File: config.mk
export PLATFORM = sky130hd
export DESIGN_NAME = pwr_seq_top
export DESIGN_NICKNAME = d
export VERILOG_FILES = /design/src/rtl/pwr_seq_pkg.sv /design/src/rtl/pwr_seq_timer.sv /design/src/rtl/pwr_seq_rail_bank.sv /design/src/rtl/pwr_seq_fsm.sv /design/src/rtl/pwr_seq_top.sv
export SDC_FILE = /design/constraint.sdc
export NUM_CORES = 1
export LEC_CHECK = 0
export ABC_CLOCK_PERIOD_IN_PS = 12300
export BUFFER_PORTS_ARGS = -buffer_cell sky130_fd_sc_hd__buf_2
export CAP_MARGIN = 20
export CORE_UTILIZATION = 46
export DETAILED_ROUTE_END_ITERATION = 8
export PLACE_DENSITY = 0.65
export SETUP_SLACK_MARGIN = 0.5
export SLEW_MARGIN = 15
export SYNTH_ARGS = -nofsm -noshare
export SYNTH_HDL_FRONTEND = slang
export SYNTH_HIERARCHICAL = 1
export SYNTH_SLANG_ARGS = --single-unit
File: constraint.sdc
create_clock -name clk -period 12.3 [get_ports clk]
set_clock_uncertainty 0.2 [all_clocks]
set_input_delay 0.615 -clock clk [delete_from_list [all_inputs] [get_ports clk]]
set_output_delay 0.615 -clock clk [all_outputs]
set_load 0.005 [all_outputs]
File: src/rtl/pwr_seq_pkg.sv
package pwr_seq_pkg;
  typedef enum logic [2:0] {
    ST_IDLE,
    ST_RAMP,
    ST_LOCKW,
    ST_HOLD,
    ST_RUN,
    ST_SHED
  } seq_state_e;
endpackage

File: src/rtl/pwr_seq_timer.sv
// Stage cycle counter: cleared on every stage change, saturating, flags the last permitted edge.
module pwr_seq_timer #(
  parameter int TW = 16
) (
  input  logic          clk,
  input  logic          rst_n,
  input  logic          clr,
  input  logic [TW-1:0] limit,
  output logic          hit
);
  logic [TW-1:0] cnt;

  always_ff @(posedge clk or negedge rst_n) begin
    if (!rst_n)          cnt <= '0;
    else if (clr)        cnt <= '0;
    else if (cnt != '1)  cnt <= cnt + TW'(1);
  end

  assign hit = (cnt == (limit - TW'(1)));
endmodule

File: src/rtl/pwr_seq_rail_bank.sv
// Holds the number of rails switched on; enables are a thermometer of that count.
module pwr_seq_rail_bank #(
  parameter int N_RAILS = 4,
  parameter int CW      = 3
) (
  input  logic               clk,
  input  logic               rst_n,
  input  logic               up,
  input  logic               dn,
  output logic [CW-1:0]      rail_cnt,
  output logic [N_RAILS-1:0] en
);
  always_ff @(posedge clk or negedge rst_n) begin
    if (!rst_n)                                  rail_cnt <= '0;
    else if (up && rail_cnt != CW'(N_RAILS))     rail_cnt <= rail_cnt + CW'(1);
    else if (dn && rail_cnt != '0)               rail_cnt <= rail_cnt - CW'(1);
  end

  for (genvar g = 0; g < N_RAILS; g++) begin : g_en
    assign en[g] = (rail_cnt > CW'(g));
  end
endmodule

File: src/rtl/pwr_seq_fsm.sv
module pwr_seq_fsm
  import pwr_seq_pkg::*;
#(
  parameter int N_RAILS = 4,
  parameter int CW      = 3
) (
  input  logic               clk,
  input  logic               rst_n,
  input  logic               on_req,
  input  logic               off_req,
  input  logic [N_RAILS-1:0] pg,
  input  logic               lock,
  input  logic [CW-1:0]      rail_cnt,
  input  logic               hit,
  output logic               up,
  output logic               dn,
  output logic               tmr_clr,
  output logic               fault,
  output seq_state_e         state
);
  seq_state_e nxt;
  logic       fset, fclr;
  logic [N_RAILS-1:0] conf_mask, top_mask;
  logic       all_pg, lower_lost, top_good;

  always_comb begin
    for (int i = 0; i < N_RAILS; i++) begin
      conf_mask[i] = ((i + 1) < int'(rail_cnt));
      top_mask[i]  = ((i + 1) == int'(rail_cnt));
    end
  end

  assign all_pg     = &pg;
  assign lower_lost = ((pg & conf_mask) != conf_mask);
  assign top_good   = |(pg & top_mask);

  always_comb begin
    nxt = state; up = 1'b0; dn = 1'b0; tmr_clr = 1'b1; fset = 1'b0; fclr = 1'b0;
    unique case (state)
      ST_IDLE: if (on_req) begin nxt = ST_RAMP; up = 1'b1; fclr = 1'b1; end
      ST_RAMP: begin
        if (off_req)          nxt = ST_SHED;
        else if (lower_lost)  begin nxt = ST_SHED; fset = 1'b1; end
        else if (top_good) begin
          if (rail_cnt == CW'(N_RAILS)) nxt = ST_LOCKW;
          else                          up  = 1'b1;
        end
        else if (hit)         begin nxt = ST_SHED; fset = 1'b1; end
        else                  tmr_clr = 1'b0;
      end
      ST_LOCKW: begin
        if (off_req)          nxt = ST_SHED;
        else if (!all_pg)     begin nxt = ST_SHED; fset = 1'b1; end
        else if (lock)        nxt = ST_HOLD;
        else if (hit)         begin nxt = ST_SHED; fset = 1'b1; end
        else                  tmr_clr = 1'b0;
      end
      ST_HOLD: begin
        if (off_req)                 nxt = ST_SHED;
        else if (!all_pg || !lock)   begin nxt = ST_SHED; fset = 1'b1; end
        else if (hit)                nxt = ST_RUN;
        else                         tmr_clr = 1'b0;
      end
      ST_RUN: begin
        if (off_req)                 nxt = ST_SHED;
        else if (!all_pg || !lock)   begin nxt = ST_SHED; fset = 1'b1; end
      end
      ST_SHED: begin
        if (rail_cnt == '0) nxt = ST_IDLE;
        else                dn  = 1'b1;
      end
      default: nxt = ST_SHED;
    endcase
  end

  always_ff @(posedge clk or negedge rst_n) begin
    if (!rst_n) begin
      state <= ST_IDLE;
      fault <= 1'b0;
    end else begin
      state <= nxt;
      if (fclr)      fault <= 1'b0;
      else if (fset) fault <= 1'b1;
    end
  end
endmodule

File: src/rtl/pwr_seq_top.sv
module pwr_seq_top
  import pwr_seq_pkg::*;
#(
  parameter int N_RAILS     = 4,
  parameter int TW          = 16,
  parameter int HOLD_CYCLES = 8
) (
  input  logic               clk,
  input  logic               rst_n,
  input  logic               pwr_on_req,
  input  logic               pwr_off_req,
  input  logic [N_RAILS-1:0] rail_pg,
  input  logic               clk_lock,
  input  logic [TW-1:0]      stage_limit,
  output logic [N_RAILS-1:0] rail_en,
  output logic               cpu_reset,
  output logic               seq_fault
);
  localparam int CW = $clog2(N_RAILS + 1);

  seq_state_e    state;
  logic [CW-1:0] rail_cnt;
  logic          up, dn, tmr_clr, hit;
  logic [TW-1:0] limit_sel;

  assign limit_sel = (state == ST_HOLD) ? TW'(HOLD_CYCLES) : stage_limit;

  pwr_seq_timer #(.TW(TW)) u_timer (
    .clk(clk), .rst_n(rst_n), .clr(tmr_clr), .limit(limit_sel), .hit(hit)
  );

  pwr_seq_rail_bank #(.N_RAILS(N_RAILS), .CW(CW)) u_rails (
    .clk(clk), .rst_n(rst_n), .up(up), .dn(dn), .rail_cnt(rail_cnt), .en(rail_en)
  );

  pwr_seq_fsm #(.N_RAILS(N_RAILS), .CW(CW)) u_fsm (
    .clk(clk), .rst_n(rst_n), .on_req(pwr_on_req), .off_req(pwr_off_req),
    .pg(rail_pg), .lock(clk_lock), .rail_cnt(rail_cnt), .hit(hit),
    .up(up), .dn(dn), .tmr_clr(tmr_clr), .fault(seq_fault), .state(state)
  );

  assign cpu_reset = (state != ST_RUN);
endmodule

# ---- Word-level counts from Yosys, hierarchy flattened
# Cells that the tools add are included.
# Widths: inputs -> output; s select.
dict set report op_classes {
  mux 51
  addsub 4
  n_reduce_logical 15
  bitwise 2
  n_lt_le_gt_ge 8
  n_eq_ne 20
}
# operator n
set op_table {}
lappend op_table {{$mux 3} 17}
lappend op_table {{$mux 16} 3}
lappend op_table {{$mux 1} 27}
lappend op_table {{$pmux 3 s6} 1}
lappend op_table {{$add 16x1->16 const B} 1}
lappend op_table {{$eq 16x16->1} 1}
lappend op_table {{$ne 16x16->1 const B} 1}
lappend op_table {{$sub 16x1->16 const B} 1}
lappend op_table {{$eq 3x3->1 const A} 3}
lappend op_table {{$eq 3x3->1 const B} 3}
lappend op_table {{$and 4x4->4} 2}
lappend op_table {{$eq 3x2->1 const B} 2}
lappend op_table {{$gt 3x1->1 const B} 2}
lappend op_table {{$gt 3x2->1 const B} 2}
lappend op_table {{$logic_not 3->1} 2}
lappend op_table {{$lt 2x3->1 const A} 2}
lappend op_table {{$ne 3x3->1 const B} 2}
lappend op_table {{$pmux 1 s3} 2}
lappend op_table {{$reduce_bool 2->1} 3}
lappend op_table {{$ne 5x4->1 const B} 1}
lappend op_table {{$reduce_and 5->1} 1}
lappend op_table {{$ne 4x3->1 const B} 1}
lappend op_table {{$ne 4x4->1} 1}
lappend op_table {{$reduce_and 4->1} 1}
lappend op_table {{16 further kinds} 18}
dict set report totals {
  ff_bits 23
  out_inout_bits 6
  elab_cells 104
}

# ---- Depth between registers and ports, before layout
dict set report depth {
  ltp_word 11
  mapped_depth 19
  ltp_nobuf 18
}

# ---- Cells and area by module
# The synthesis kept the hierarchy.
# mod seq_area_each_um2 cells_per_inst instances area_per_inst_um2
set modules_own_cells {}
lappend modules_own_cells {pwr_seq_timer 400.4 160 1 1343.8}
lappend modules_own_cells {pwr_seq_fsm 100.1 74 1 574.3}
lappend modules_own_cells {pwr_seq_rail_bank 75.1 39 1 325.3}
lappend modules_own_cells {pwr_seq_top 0.0 20 1 170.2}

# ---- Least setup slack after synthesis
# OpenSTA, ideal clock, no wires.
dict set report synth_timing {
  kind {input to register}
  from {in stage_limit[0]}
  to {reg u_timer.cnt[13]}
  path_buffers 1
  path_slack_ns 7.744
  arrival_time_ns 4.278
  required_ns 12.023
  setup_time_ns 0.077
  stages 17
  cell_sequence {and2_2 > inv_1 > ha_1 > or4b_1 > nor4_1 > xor2_1 > mux2i_1 > a22oi_1 > a211oi_2 > nor3_1 > o221ai_1 > buf_2 > and4b_1 > and4_1 > a211o_1 > or3_1 > a21oi_1}
}
dict set report synth_via {
  elab_chain_cells 9
  word_cells_on_any_way 15
  cone_classes {add/sub (1); eq/ne (1); mux (12); reduce/logical (1)}
}
# element line_no
set synth_rtl {}
lappend synth_rtl {{start: declaration} pwr_seq_top.sv:14} ;# input logic [TW-1:0] stage_limit,
lappend synth_rtl {{$mux 16 (*)} pwr_seq_top.sv:26} ;# assign limit_sel = (state == ST_HOLD) ? TW'(HOLD_CYCLES) : stage_limit;
lappend synth_rtl {{$sub 16x1->16 (*)} pwr_seq_timer.sv:19} ;# assign hit = (cnt == (limit - TW'(1)));
lappend synth_rtl {{$eq 16x16->1 (*)} pwr_seq_timer.sv:19}
lappend synth_rtl {{net hit} pwr_seq_top.sv:23} ;# logic up, dn, tmr_clr, hit;
lappend synth_rtl {{$mux 1 (*)} {pwr_seq_fsm.sv:48, pwr_seq_fsm.sv:55, pwr_seq_fsm.sv:61}}
lappend synth_rtl {{$mux 1, on equally long branches} {pwr_seq_fsm.sv:54, pwr_seq_fsm.sv:44}}
lappend synth_rtl {{$mux 1, on equally long branches} {pwr_seq_fsm.sv:53, pwr_seq_fsm.sv:43}}
lappend synth_rtl {{$mux 1, on equally long branches} {pwr_seq_fsm.sv:52, pwr_seq_fsm.sv:42}}
lappend synth_rtl {{$pmux 1 s3 (*)} pwr_seq_fsm.sv:39} ;# unique case (state)
lappend synth_rtl {{net tmr_clr} pwr_seq_top.sv:23}
lappend synth_rtl {{$mux 16 or $reduce_bool 2->1 (tied branches)} -}
lappend synth_rtl {{end signal: assignment} pwr_seq_timer.sv:16} ;# else if (cnt != '1) cnt <= cnt + TW'(1);
lappend synth_rtl {{end: declaration} pwr_seq_timer.sv:11} ;# logic [TW-1:0] cnt;
# Mark *: on every way through the listed nets, which the timed path passes. The rest lies on a longest branch.
# A chain may end at the register's enable or synchronous reset.

# ---- Worst setup path after layout
dict set report layout_timing {
  from {reg u_fsm.state[0]}
  to {reg u_timer.cnt[13]}
}
dict set report layout_via {
  elab_chain_cells 10
  word_cells_on_any_way 18
  cone_classes {add/sub (1); eq/ne (4); mux (12); reduce/logical (1)}
}
# element line_no
set layout_rtl {}
lappend layout_rtl {{start: declaration} pwr_seq_fsm.sv:19} ;# output seq_state_e state
lappend layout_rtl {{start signal: assignment} pwr_seq_fsm.sv:81} ;# state <= nxt;
lappend layout_rtl {{$eq 3x2->1 (*)} pwr_seq_top.sv:26}
lappend layout_rtl {{$mux 16 (*)} pwr_seq_top.sv:26}
lappend layout_rtl {{net limit_sel[0]} pwr_seq_top.sv:24} ;# logic [TW-1:0] limit_sel;
lappend layout_rtl {{$sub 16x1->16 (*)} pwr_seq_timer.sv:19}
lappend layout_rtl {{$eq 16x16->1 (*)} pwr_seq_timer.sv:19}
lappend layout_rtl {{net hit} pwr_seq_top.sv:23}
lappend layout_rtl {{$mux 1 (*)} {pwr_seq_fsm.sv:48, pwr_seq_fsm.sv:55, pwr_seq_fsm.sv:61}}
lappend layout_rtl {{$mux 1, on equally long branches} {pwr_seq_fsm.sv:54, pwr_seq_fsm.sv:44}}
lappend layout_rtl {{$mux 1, on equally long branches} {pwr_seq_fsm.sv:53, pwr_seq_fsm.sv:43}}
lappend layout_rtl {{$mux 1, on equally long branches} {pwr_seq_fsm.sv:52, pwr_seq_fsm.sv:42}}
lappend layout_rtl {{$pmux 1 s3 (*)} pwr_seq_fsm.sv:39}
lappend layout_rtl {{net tmr_clr} pwr_seq_top.sv:23}
lappend layout_rtl {{$mux 16 or $reduce_bool 2->1 (tied branches)} -}
# Marks and branches as above.

==> key figures <==
Status
  • Outcome: finished, final reports clean

Final layout
  • # diodes: 0
  • Post-Route Utilization: 0.5382
  • Area Growth Syn to Fin: 8.813%
  • Share of cells above drive strength 1: 0.2032
  • # nets final: about 350
  • Fin area: roughly 2600 um2

Setup path
  • Critical path arrival: ~5500 ps
  • WP buf/inv: 2
  • Critical Path RT: ~12000 ps
  • Critical path capture point type: register
  • Worst path top cell family by delay: simple AND/OR/NAND/NOR gates
  • CP cell instances: nand3b_4 > and2_2 > inv_1 > ha_1 > or4b_1 > nor4_1 > xor2_1 > mux2i_1 > a22oi_1 > a211oi_2 > nor3_1 > o221ai_1 > buf_4 > and4b_1 > and4_1 > a211o_1 > or3_1 > a21oi_1
  • Crit start category: register
  • CP Class: register to register
  • Crit-path slowest cell: dfrtp_1
  • Critical path's largest stage delay: 650 ps
  • Setup crit start: u_fsm/state[0]
  • CP max FO: 18
  • Stages on worst setup path: 18
  • Reg2reg start: u_fsm/state[0]
  • Worst r2r path cells: 18

Power
  • Cell internal pwr: just over 200 uW
  • Switch Pwr: 150.9 uW
  • Sequential Power Share: 0.336
  • Clock network fraction of total power: 0.130
  • Logic pwr share: 0.534
  • LEAKAGE: 0.001053 uW
  • Max VDD drop: 102.0 uV
  • PD cells: roughly 130 nW/um2
  • Switching Fraction: 0.4279

Timing
  • Final hold vios: 0
  • Slew @ Worst Pin: 573.7 ps
  • Post-route setup TNS: 0 ps
  • Fin crit share: 0.4450
  • Max frequency: 182.7 MHz
  • Min Clock Period, post-route: 5474 ps
  • Slew headroom: 0.6143
  • RSZ-0062 raised after global routing: no
  • Final number of max-transition violations: 0
  • Finish-stage setup viols: 0

CTS
  • Number of H-tree levels: 1
  • Postcts setup bufs: 0
  • Worst-Skew Late Latency: 260 ps
  • Post-cts resize count: 0
  • Clk root buf: clkbuf_8
  • Maximum root-to-sink buffer count: 2
  • CTS tree: done
  • Hold-fix buffers, CTS: 0
  • Sink Count: 23
  • Num CTS Buffers: 3
  • CTS clk-pin slew, worst paths: 80 ps

Place
  • DPL Wire Length: 3910 um
  • Placer Congestion: between 0.8 and 0.9
  • DP Area: 2581 um2
  • Port bufs: 30

Detailed routing
  • Post-route DRC: 0
  • DRT Pass-1 Iters: 4
  • Antenna-violating nets left: 0
  • Via/cell ratio: 5.639
  • Wire length per cell: 13.61 um
  • Routed wire length: 5200 um
  • Vias: 2154
  • DR iter-0 viols: 84

Hold path
  • Hold Crit Class: primary input to async pin

Synth
  • Synth warn: 6
  • Syn avg cell area: 8.237 um2
  • Register bit count reported by yosys: 23
  • Sequential fraction of the synthesis area: 0.2385
  • Main flop type after synthesis: dfrtp_1
  • Synth Cell Area: ~2400 um2
  • Syn nets: 326
  • Number of synthesized flops with an enable pin: 0
  • Cells after synthesis: 293
  • Library cells used by synthesis: 72
  • Post-synth ARST share: 1.000

GRT
  • Total Routing Usage GR: 0.1984
  • Vias in the first global route: 1946
  • First-pass GRT wire length: 8707 um
  • Largest net degree at the start of global routing: 24
  • Initial antenna violation count: 0
  • Congestion Overflow GR: 0

Floorplanning
  • Initial Util: 0.4946
  • Die height: approximately 74 um
  • Die span in x: 74.44 um
  • Top Ports: 31
  • Die Footprint: around 5500 um2
  • Rows: 25
  • Core box area: 4880 um2

Flow run
  • Total of max-cap violations: 0
## layout by cell type (no fill, tap or decap), types with 4 or more instances in the layout
cell type and n:
and2_2 5, nor3_1 6, xnor2_1 15, and2_4 10, xor2_1 12, nor2_1 27
a21oi_1 14, nand3_1 7, buf_2 30, inv_1 10, dfrtp_1 23, nand4_1 5
nand2_1 26, or3_1 7, nor4_1 8, o31ai_1 4, and3_1 4, ha_1 8
o21ai_0 12, or3b_1 4
## path summary, 6_finish.rpt
path / end / slack, ps
max: u_timer/cnt[13] / 6830
min: u_timer/cnt[5] / 120
max reg2reg: u_timer/cnt[13] / 6830
min reg2reg: u_fsm/fault / 330
max in group asynchronous: u_timer/cnt[8] / 11420
min in group clk: u_fsm/fault / 330
## Yosys cell counts, drive strengths merged (5+ instances only)
| library cell | n | share of area |
|---|---|---|
| a21oi | 14 | 0.029 |
| and2 | 16 | 0.054 |
| buf | 5 | 0.017 |
| clkbuf | 8 | 0.014 |
| dfrtp | 23 | 0.24 |
| ha | 8 | 0.041 |
| inv | 10 | 0.016 |
| nand2 | 27 | 0.043 |
| nand3 | 7 | 0.015 |
| nand4 | 5 | 0.013 |
| nor2 | 27 | 0.042 |
| nor3 | 8 | 0.021 |
| nor4 | 8 | 0.021 |
| o21ai | 14 | 0.029 |
| or3 | 7 | 0.018 |
| xnor2 | 15 | 0.054 |
| xor2 | 12 | 0.044 |
## worst register-to-register path, cell delays in order, from the launching register on
cell	delay, ps
dfrtp_1	650
nand3b_4	270
and2_2	300
inv_1	70
ha_1	190
or4b_1	530
nor4_1	450
xor2_1	120
mux2i_1	140
a22oi_1	90
a211oi_2	480
nor3_1	130
o221ai_1	200
buf_4	250
and4b_1	240
and4_1	220
a211o_1	370
or3_1	360
a21oi_1	140
## cells by family after synthesis
kind of cell / count (synthesis) / share of synthesized area
adder cells (fa/ha/maj): 8 / 0.04147
buffers and inverters: 23 / 0.04614
multiplexers: 6 / 0.02851
AO/OA/AOI/OAI: 64 / 0.1882
XOR/XNOR: 27 / 0.09798
flip-flops: 23 / 0.2385
AND/OR/NAND/NOR: 142 / 0.3593
## registers in the layout, indices dropped and copies added, names as in the netlist
name              cells
u_fsm/fault           1
u_fsm/state           3
u_rails/rail_cnt      3
u_timer/cnt          16
## routing by layer
metal | wire length [um] | vias up | GRT usage | part of all wire
li1 | - | 1115 | - | -
met1 | 2566 | 991 | 0.2653 | 0.49
met2 | 2442 | 46 | 0.3413 | 0.47
met3 | 156 | 2 | 0.01897 | 0.030
met4 | 35 | 0 | 0.05451 | 0.0067
met5 | 0 | - | 0 | 0
## metrics by stage
stage	total power (uW)	std cells	worst slack, ps	hold slack, ps
after floorplan	264.6	293	7744	119.4
after global placement	306.1	378	7039	292.4
after detailed placement	306.1	378	6848	299.7
after CTS	354.5	382	6833	143.4
after global routing	388.4	382	6352	169.2
final	352.7	382	6826	124.5
## layout make-up
cell class,count,area [um2]
Sequential cell,23,575.6
Tap cell,67,83.83
Inverter,10,37.54
Multi-Input combinational cell,247,1727
Clock buffer,4,45.04
Fill cell,470,2253
Timing Repair Buffer,31,157.7
## power groups by stage
stage | Sequential, uW | Clock [uW] | Combinational [uW]
4_1_cts | 119 | 48.4 | 188
3_3_place_gp | 120 | 0 | 186
3_5_place_dp | 120 | 0 | 186
6_report | 119 | 45.8 | 188
2_1_floorplan | 104 | 0 | 161
5_1_grt | 123 | 50.8 | 214
(Power assumes the default switching activity.)
